[src/rtl/isc_pkg.sv]
package isc_pkg;

    typedef enum logic [1:0] {
        ST_IDLE = 2'd0,
        ST_SCAN = 2'd1,
        ST_DONE = 2'd2
    } isc_state_e;

    typedef enum logic {
        MODE_PROV  = 1'b0,
        MODE_REGEN = 1'b1
    } isc_mode_e;

    typedef struct packed {
        isc_mode_e mode;
        logic      data_bit;
    } isc_job_t;

    // Group size for a given select code and index width.
    function automatic int unsigned cand_count(input logic [1:0] sel, input int unsigned w);
        case (sel)
            2'b00:   return 32'd1 << (w - 1);
            2'b01:   return (32'd5 << (w - 1)) / 4;
            default: return 32'd1 << w;
        endcase
    endfunction

endpackage

[src/rtl/isc_ctrl.sv]
module isc_ctrl
    import isc_pkg::*;
#(
    parameter int IDX_W = 5
) (
    input  logic             clk,
    input  logic             rst,
    input  logic             start_valid,
    input  logic             start_mode,
    input  logic             start_bit,
    input  logic [1:0]       start_cfg,
    input  logic [IDX_W-1:0] start_index,
    input  logic             resp_valid,
    input  logic             out_ready,
    output logic             start_ready,
    output logic             resp_ready,
    output logic             out_valid,
    output logic             resp_fire,
    output logic             first,
    output logic [IDX_W-1:0] pos,
    output logic [IDX_W-1:0] idx_q,
    output isc_job_t         job_q
);
    localparam int CNT_W = IDX_W + 1;

    isc_state_e       state_q;
    logic [CNT_W-1:0] count_q;
    logic             last;

    assign start_ready = (state_q == ST_IDLE);
    assign resp_ready  = (state_q == ST_SCAN);
    assign out_valid   = (state_q == ST_DONE);
    assign resp_fire   = resp_valid && resp_ready;
    assign first       = (pos == '0);
    assign last        = ({1'b0, pos} == (count_q - CNT_W'(1)));

    always_ff @(posedge clk) begin
        if (rst) begin
            state_q <= ST_IDLE;
            pos     <= '0;
            count_q <= '0;
            idx_q   <= '0;
            job_q   <= '{mode: MODE_PROV, data_bit: 1'b0};
        end else begin
            case (state_q)
                ST_IDLE: begin
                    if (start_valid) begin
                        job_q   <= '{mode: isc_mode_e'(start_mode), data_bit: start_bit};
                        count_q <= CNT_W'(cand_count(start_cfg, IDX_W));
                        idx_q   <= start_index;
                        pos     <= '0;
                        state_q <= ST_SCAN;
                    end
                end
                ST_SCAN: begin
                    if (resp_valid) begin
                        pos <= pos + IDX_W'(1);
                        if (last) begin
                            state_q <= ST_DONE;
                        end
                    end
                end
                ST_DONE: begin
                    if (out_ready) begin
                        state_q <= ST_IDLE;
                    end
                end
                default: state_q <= ST_IDLE;
            endcase
        end
    end

endmodule

[src/rtl/isc_select.sv]
module isc_select #(
    parameter int RESP_W     = 12,
    parameter int IDX_W      = 5,
    parameter bit TIE_RANDOM = 1'b1
) (
    input  logic                     clk,
    input  logic                     rst,
    input  logic                     fire,
    input  logic                     first,
    input  logic [IDX_W-1:0]         pos,
    input  logic signed [RESP_W-1:0] resp,
    input  logic                     want_max,
    input  logic                     tie_rnd,
    output logic [IDX_W-1:0]         best_idx
);
    logic signed [RESP_W-1:0] best_q;
    logic                     beats;
    logic                     equal;
    logic                     tie_take;
    logic                     take;

    assign beats = want_max ? (resp > best_q) : (resp < best_q);
    assign equal = (resp == best_q);

    generate
        if (TIE_RANDOM) begin : g_tie_rnd
            assign tie_take = equal && tie_rnd;
        end else begin : g_tie_keep
            assign tie_take = 1'b0;
        end
    endgenerate

    assign take = first || beats || tie_take;

    always_ff @(posedge clk) begin
        if (rst) begin
            best_q   <= '0;
            best_idx <= '0;
        end else if (fire && take) begin
            best_q   <= resp;
            best_idx <= pos;
        end
    end

endmodule

[src/rtl/isc_regen.sv]
module isc_regen #(
    parameter int RESP_W = 12,
    parameter int IDX_W  = 5
) (
    input  logic              clk,
    input  logic              rst,
    input  logic              fire,
    input  logic              first,
    input  logic [IDX_W-1:0]  pos,
    input  logic [RESP_W-1:0] resp,
    input  logic [IDX_W-1:0]  target,
    output logic              bit_out
);
    always_ff @(posedge clk) begin
        if (rst) begin
            bit_out <= 1'b0;
        end else if (fire) begin
            if (pos == target) begin
                bit_out <= ~resp[RESP_W-1];
            end else if (first) begin
                bit_out <= 1'b0;
            end
        end
    end

endmodule

[src/rtl/isc_coder.sv]
module isc_coder
    import isc_pkg::*;
#(
    parameter int RESP_W = 12,
    parameter int IDX_W  = 5
) (
    input  logic                     clk,
    input  logic                     rst,
    input  logic                     start_valid,
    output logic                     start_ready,
    input  logic                     start_mode,
    input  logic                     start_bit,
    input  logic [1:0]               start_cfg,
    input  logic [IDX_W-1:0]         start_index,
    input  logic                     resp_valid,
    output logic                     resp_ready,
    input  logic signed [RESP_W-1:0] resp_data,
    input  logic                     tie_rnd,
    output logic                     out_valid,
    input  logic                     out_ready,
    output logic [IDX_W-1:0]         out_index,
    output logic                     out_bit
);
    logic             resp_fire;
    logic             first;
    logic [IDX_W-1:0] pos;
    logic [IDX_W-1:0] idx_q;
    isc_job_t         job_q;
    logic [IDX_W-1:0] best_idx;
    logic             regen_bit;

    isc_ctrl #(.IDX_W(IDX_W)) u_ctrl (
        .clk         (clk),
        .rst         (rst),
        .start_valid (start_valid),
        .start_mode  (start_mode),
        .start_bit   (start_bit),
        .start_cfg   (start_cfg),
        .start_index (start_index),
        .resp_valid  (resp_valid),
        .out_ready   (out_ready),
        .start_ready (start_ready),
        .resp_ready  (resp_ready),
        .out_valid   (out_valid),
        .resp_fire   (resp_fire),
        .first       (first),
        .pos         (pos),
        .idx_q       (idx_q),
        .job_q       (job_q)
    );

    isc_select #(.RESP_W(RESP_W), .IDX_W(IDX_W), .TIE_RANDOM(1'b1)) u_select (
        .clk      (clk),
        .rst      (rst),
        .fire     (resp_fire),
        .first    (first),
        .pos      (pos),
        .resp     (resp_data),
        .want_max (job_q.data_bit),
        .tie_rnd  (tie_rnd),
        .best_idx (best_idx)
    );

    isc_regen #(.RESP_W(RESP_W), .IDX_W(IDX_W)) u_regen (
        .clk     (clk),
        .rst     (rst),
        .fire    (resp_fire),
        .first   (first),
        .pos     (pos),
        .resp    (resp_data),
        .target  (idx_q),
        .bit_out (regen_bit)
    );

    assign out_index = (job_q.mode == MODE_REGEN) ? idx_q : best_idx;
    assign out_bit   = (job_q.mode == MODE_REGEN) ? regen_bit : job_q.data_bit;

endmodule

[config.mk]
export PLATFORM = sky130hd
export DESIGN_NAME = isc_coder
export DESIGN_NICKNAME = d
export VERILOG_FILES = /design/src/rtl/isc_pkg.sv /design/src/rtl/isc_ctrl.sv /design/src/rtl/isc_select.sv /design/src/rtl/isc_regen.sv /design/src/rtl/isc_coder.sv
export SDC_FILE = /design/constraint.sdc
export NUM_CORES = 1
export LEC_CHECK = 0
export CAP_MARGIN = 20
export CORE_ASPECT_RATIO = 1.75
export CORE_MARGIN = 2
export CORE_UTILIZATION = 35
export DETAILED_ROUTE_END_ITERATION = 6
export DONT_BUFFER_PORTS = 1
export GPL_TIMING_DRIVEN = 0
export PLACE_DENSITY = 0.48
export SETUP_SLACK_MARGIN = 0.5
export SYNTH_ARGS = -nofsm -noshare
export SYNTH_HDL_FRONTEND = slang
export SYNTH_SLANG_ARGS = --single-unit
[constraint.sdc]
create_clock -name clk -period 3.1 [get_ports clk]
set_input_delay 0.465 -clock clk [delete_from_list [all_inputs] [get_ports clk]]
set_output_delay 0.465 -clock clk [all_outputs]
set_load 0.02 [all_outputs]
-- Word level (Yosys, flattened, before mapping)
Index checks and enable logic that the tools add are counted.
- reductions and logical operators: 14
- div/mod/pow operators: 0
- add/sub/neg operators: 2
- multiplexer cells: 14
- bitwise operators: 1
- order comparisons: 2
- eq/ne operators: 10
- shift-type cells: 0
- multipliers: 0
- operators with widths (operator ; count):
    two-way mux 5 bit ; 3
    equality test 12 bit ; 1
    > comparator 12 bit ; 1
    less-than comparator 12 bit ; 1
    case mux 6 bit (2 select lines) ; 1
    case mux 5 bit (2 select lines) ; 1
    two-way mux 2 bit ; 4
    equality test 5 x 6 -> 1 bit ; 1
    != test 2 bit (second input constant) ; 3
    case mux 2 bit (3 select lines) ; 1
    subtractor 6 x 1 -> 6 bit (second input constant) ; 1
    adder 5 x 1 -> 5 bit (second input constant) ; 1
    equality test 5 bit ; 1
    zero test 5 bit ; 1
    equality test 2 x 1 -> 1 bit (second input constant) ; 2
    zero test 2 bit ; 2
    two-way mux 1 bit ; 4
    AND reduction 2 bit ; 2
    AND reduction 4 bit ; 1
    nonzero test 2 bit ; 2
    logical AND 1 bit ; 3
    AND reduction 3 bit ; 1
    equality test 2 bit (second input constant) ; 1
    logical OR 1 bit ; 2
    other kinds (2) ; 2
- bits in latches: 0
- logic and storage cells: 52
- memories: 0
- RAM bits: 0
- output and inout port bits: 9
- bits in read-only memories: 0
- input bits: 27
- bits in registers: 38

-- Depth between registers and ports, before layout
- depth in word-level cells: 5
- mapped depth: 9

-- Hierarchy
Synthesis repeated with hierarchy kept, for this count alone.
- cell total of the unflattened synthesis: 228
- area total of the unflattened synthesis: 2153.3 µm²
- modules (own cells, without submodules) (module ; sequential area each (µm²) ; times used ; cells an instance ; area each (µm²)):
    isc_select ; 340.3 ; 1 ; 121 ; 1132.3
    isc_ctrl ; 340.3 ; 1 ; 88 ; 813.3
    isc_regen ; 20.0 ; 1 ; 12 ; 106.4
    isc_coder ; 0.0 ; 1 ; 7 ; 101.3

-- Least setup slack after synthesis
OpenSTA, ideal clock, no wires.
- path type: input-to-reg
- start: input resp_data[10]
- end: register u_select.best_idx[2]
- library setup time: 0.072 ns
- stages on the path: 8
- buffers on the path: 1
- required time: 3.028 ns
- setup slack: 0.588 ns
- arrival time: 2.441 ns
- cell sequence: ha_1 -> nand4_2 -> nor3_1 -> a2bb2oi_1 -> mux2i_1 -> mux2i_4 -> buf_12 -> mux2i_1
- word-level cells in the longest chain between the ends: 5
- ends and longest elaborated chain (what ; line ; source):
    from (decl) ; isc_coder.sv:17 ; input logic signed [RESP_W-1:0] resp_data,
    less-than comparator 12 bit or > comparator 12 bit (tied branches) ; isc_select.sv:22 ; assign beats = want_max ? (resp > best_q) : (resp < best_q);
    two-way mux 1 bit ; isc_select.sv:22 ;
    logical OR 1 bit ; isc_select.sv:33 ; assign take = first || beats || tie_take;
    logical OR 1 bit (*) ; isc_select.sv:33 ;
    logical AND 1 bit (*) ; isc_select.sv:39 ; end else if (fire && take) begin
    to (signal assigned) ; isc_select.sv:41 ; best_idx <= pos;
    to (decl) ; isc_select.sv:14 ; output logic [IDX_W-1:0] best_idx
Mark *: on every way between the ends. The rest lies on a longest branch, timed or not.
A chain may end at the register's enable or synchronous reset.

-- Worst setup path in the final report
- start: register u_select.best_q[11]
- end: register u_select.best_q[0]
- word-level cells in the longest chain between the ends: 5
- ends and longest elaborated chain (what ; line ; source):
    from (decl) ; isc_select.sv:16 ; logic signed [RESP_W-1:0] best_q;
    from (signal assigned) ; isc_select.sv:40 ; best_q <= resp;
    less-than comparator 12 bit or > comparator 12 bit (tied branches) ; isc_select.sv:22 ;
    two-way mux 1 bit ; isc_select.sv:22 ;
    logical OR 1 bit ; isc_select.sv:33 ;
    logical OR 1 bit (*) ; isc_select.sv:33 ;
    logical AND 1 bit (*) ; isc_select.sv:39 ;
Marks and branches as above.

==> summary.txt <==
Run status
  • Outcome: completed

Timing
  • Final Hold Vio Count: 0
  • Skew final: 0.0108 ns
  • Slew headroom: 0.590
  • Final setup fails: 0
  • RSZ-0062 raised after global routing: false
  • FMAX: around 420 MHz
  • Total Neg Setup Slack: 0 ns
  • Worst hold slack: 0.300 ns
  • Worst slew pin tran: around 0.61 ns
  • Tcrit/Tclk final: 0.772
  • Crit path time final: 2.39 ns
  • Slew Viols, Final: 0

Logic synthesis
  • Top-area cell type share of the netlist area: 0.353
  • Yosys reg bits: 35
  • Mapped Area: 1990 um2
  • Synthesized Nets: 278
  • Sequential area share after synthesis: 0.353
  • Library cells used by synthesis: 36
  • Synth area leader: dfxtp_1
  • Synth Instances: about 240
  • EDFF count, synth: 0
  • Synth top area cells: dfxtp_1 (35%), nand2_1 (11%), ha_1 (9.5%)
  • Top_reg_cell synth: dfxtp_1
  • Async SR Flop Fraction: 0
  • Avg Cell Area, Syn: 8.41 um2
  • Most numerous cell in the Yosys netlist: nand2_1
  • Ys Warns: 0
  • Synth top cells by count: nand2_1 (59), dfxtp_1 (35), mux2i_1 (18), inv_1 (17)

Floorplanning
  • FP Rows: 36
  • Die X: 60.9 um
  • Vert. Die Dim: 104 um
  • # IOs: 36
  • Total core area: approximately 5500 um2
  • Full die area: 6320 um2
  • Initial core utilization: 0.358

Global route
  • Largest net degree at the start of global routing: 12
  • Initial antenna violation count: 0
  • Total gr overflow: 0
  • Number of global-route vias before repair: 1557
  • First-pass GRT wire length: 7380 um
  • All-Layer GR Usage: 0.158

Routing
  • Total number of vias: approximately 1600
  • DRC Markers: 0
  • Vias per std cell: 4.80
  • First-iteration detailed-routing DRC count: 35
  • WL/cell: 14.1 um
  • Antenna Nets Post-Route: 0
  • DRT Pass-1 Iters: 4
  • Final WL: 4560 um

CTS
  • CTS tree: done
  • Cts bufs inserted: 5
  • Clk sinks: 35
  • Number of hold buffers added after cts: 0
  • Bufs on Longest Clock Path: 2
  • H-tree Lvls: 2
  • Later-pin clock latency in the skew report: 0.29 ns
  • CTS root buf: clkbuf_8
  • Reg clk slew, reported paths: around 0.080 ns

Worst setup path
  • WP data required: roughly 3.3 ns
  • Crit-path max FO: 10
  • Crit end category: flop
  • Startpoint types: flop
  • WS Path Type: flop to flop
  • Critical Path AT: 2.62 ns

Final layout
  • Nets: 288
  • P&R area growth vs syn: 13.0%
  • Layout cell share with drive strength beyond 1: 0.109
  • ANT cells: 0

Power and ir drop
  • Maximum vdd drop: 0.278 mV
  • Pwr dens: approximately 510 nW/um2
  • Lkg Pwr: 0.851 nW

Job
  • Max-cap violations: 0

Placement
  • HPWL Detailed: 3510 um
  • Buffers on Ports: 0
  • Final Wtd Congestion: 0.806

Min path
  • Hold WC Path Type: primary input to flop
==> area by class of cell <==
cell class / instances / area [um2]
plain buffers: 12 / 61.3
clock buffers: 6 / 82.6
clock inverters: 2 / 35.0
fillers: 601 / 3300
inverters: 18 / 67.6
multi-input cells: 171 / 1180
flip-flops and latches: 35 / 701
well taps: 76 / 95.1
repair buffers: 3 / 22.5
==> sequential cells by signal, indices dropped and copies added, names as in the netlist <==
register / count
u_ctrl.idx_q: 5
u_ctrl.state_q: 2
u_ctrl.pos: 5
u_select.best_q: 12
u_ctrl.job_q: 2
u_regen.bit_out: 1
u_select.best_idx: 5
u_ctrl.count_q: 3
==> what timing repair did <==
item / in CTS / in global routing
gates resized for setup: 0 / 4
setup buffers: 3 / 0
endpoints found under the hold margin: 0 / 0
endpoints found under the setup margin: 10 / 17
==> critical path, stage by stage (launching register included) <==
cell and delay, ns:
dfxtp_1 0.33, inv_1 0.04, ha_1 0.37, nand4_4 0.16, nor3_2 0.23, a2bb2oi_2 0.18, mux2i_2 0.30, mux2i_4 0.35
buf_12 0.18, mux2i_1 0.19
==> where the power goes <==
group | total (mW) | leakage [nW] | switching [mW] | internal [mW]
combinational | 0.211 | 0.505 | 0.123 | 0.0871
clock | 0.435 | 0.0612 | 0.175 | 0.260
sequential | 0.492 | 0.285 | 0.0172 | 0.475
total | 1.14 | 0.851 | 0.315 | 0.822
==> layer usage <==
| layer | track usage | wire length [um] | up-vias |
|---|---|---|---|
| li1 | - | - | 802 |
| met1 | 0.161 | 1780 | 711 |
| met2 | 0.294 | 2480 | 30 |
| met3 | 0.0337 | 193 | 8 |
| met4 | 0.0606 | 110 | 0 |
| met5 | 0 | 0 | - |
==> metrics by stage <==
step | std cells | setup slack [ns] | total power [mW] | area [um2] | utilization
3_5_place_dp | 312 | 0.295 | 0.704 | 2080 | 0.376
2_1_floorplan | 236 | 0.588 | 0.659 | 1990 | -
6_report | 323 | 0.707 | 1.14 | 2240 | 0.405
4_1_cts | 323 | 0.616 | 1.15 | 2220 | 0.401
5_1_grt | 323 | 0.523 | 1.19 | 2240 | 0.405
3_3_place_gp | 312 | 0.291 | 0.703 | 2080 | 0.376
==> cell usage in the layout (no fill, tap or decap), drive strengths merged, types with 2 or more instances in the layout <==
master	count
clkbuf	17
nand2b	2
a21oi	15
nand2	59
and2	2
o21ai	3
xor2	7
mux2i	19
nor2b	4
nor2	9
ha	15
nand4	5
inv	18
xnor2	3
buf	4
a211oi	2
mux2	7
nor3	7
dfxtp	35
==> logic make-up (layout without fill, tap and decap cells) <==
kind of cell	count (synthesis)	after routing	synth area share
AOI/OAI and AO/OA	26	26	0.0794
xor gates and xnor gates	10	10	0.0441
adders and majority gates	15	15	0.0945
buffers and inverters	30	41	0.0649
DFF	35	35	0.353
muxes	26	26	0.142
and+or+nand+nor	94	94	0.222
==> final timing paths <==
path                        from                  end  slack, ns  depth (start not counted)
max reg2reg  u_select.best_q[11]   u_select.best_q[0]       0.71                          9
max          u_select.best_q[11]   u_select.best_q[0]       0.71                          9
min                 resp_data[9]   u_select.best_q[9]       0.30                          2
min reg2reg  u_select.best_q[11]  u_select.best_q[11]       0.46                          2
Power figures use the tool's default switching activity.
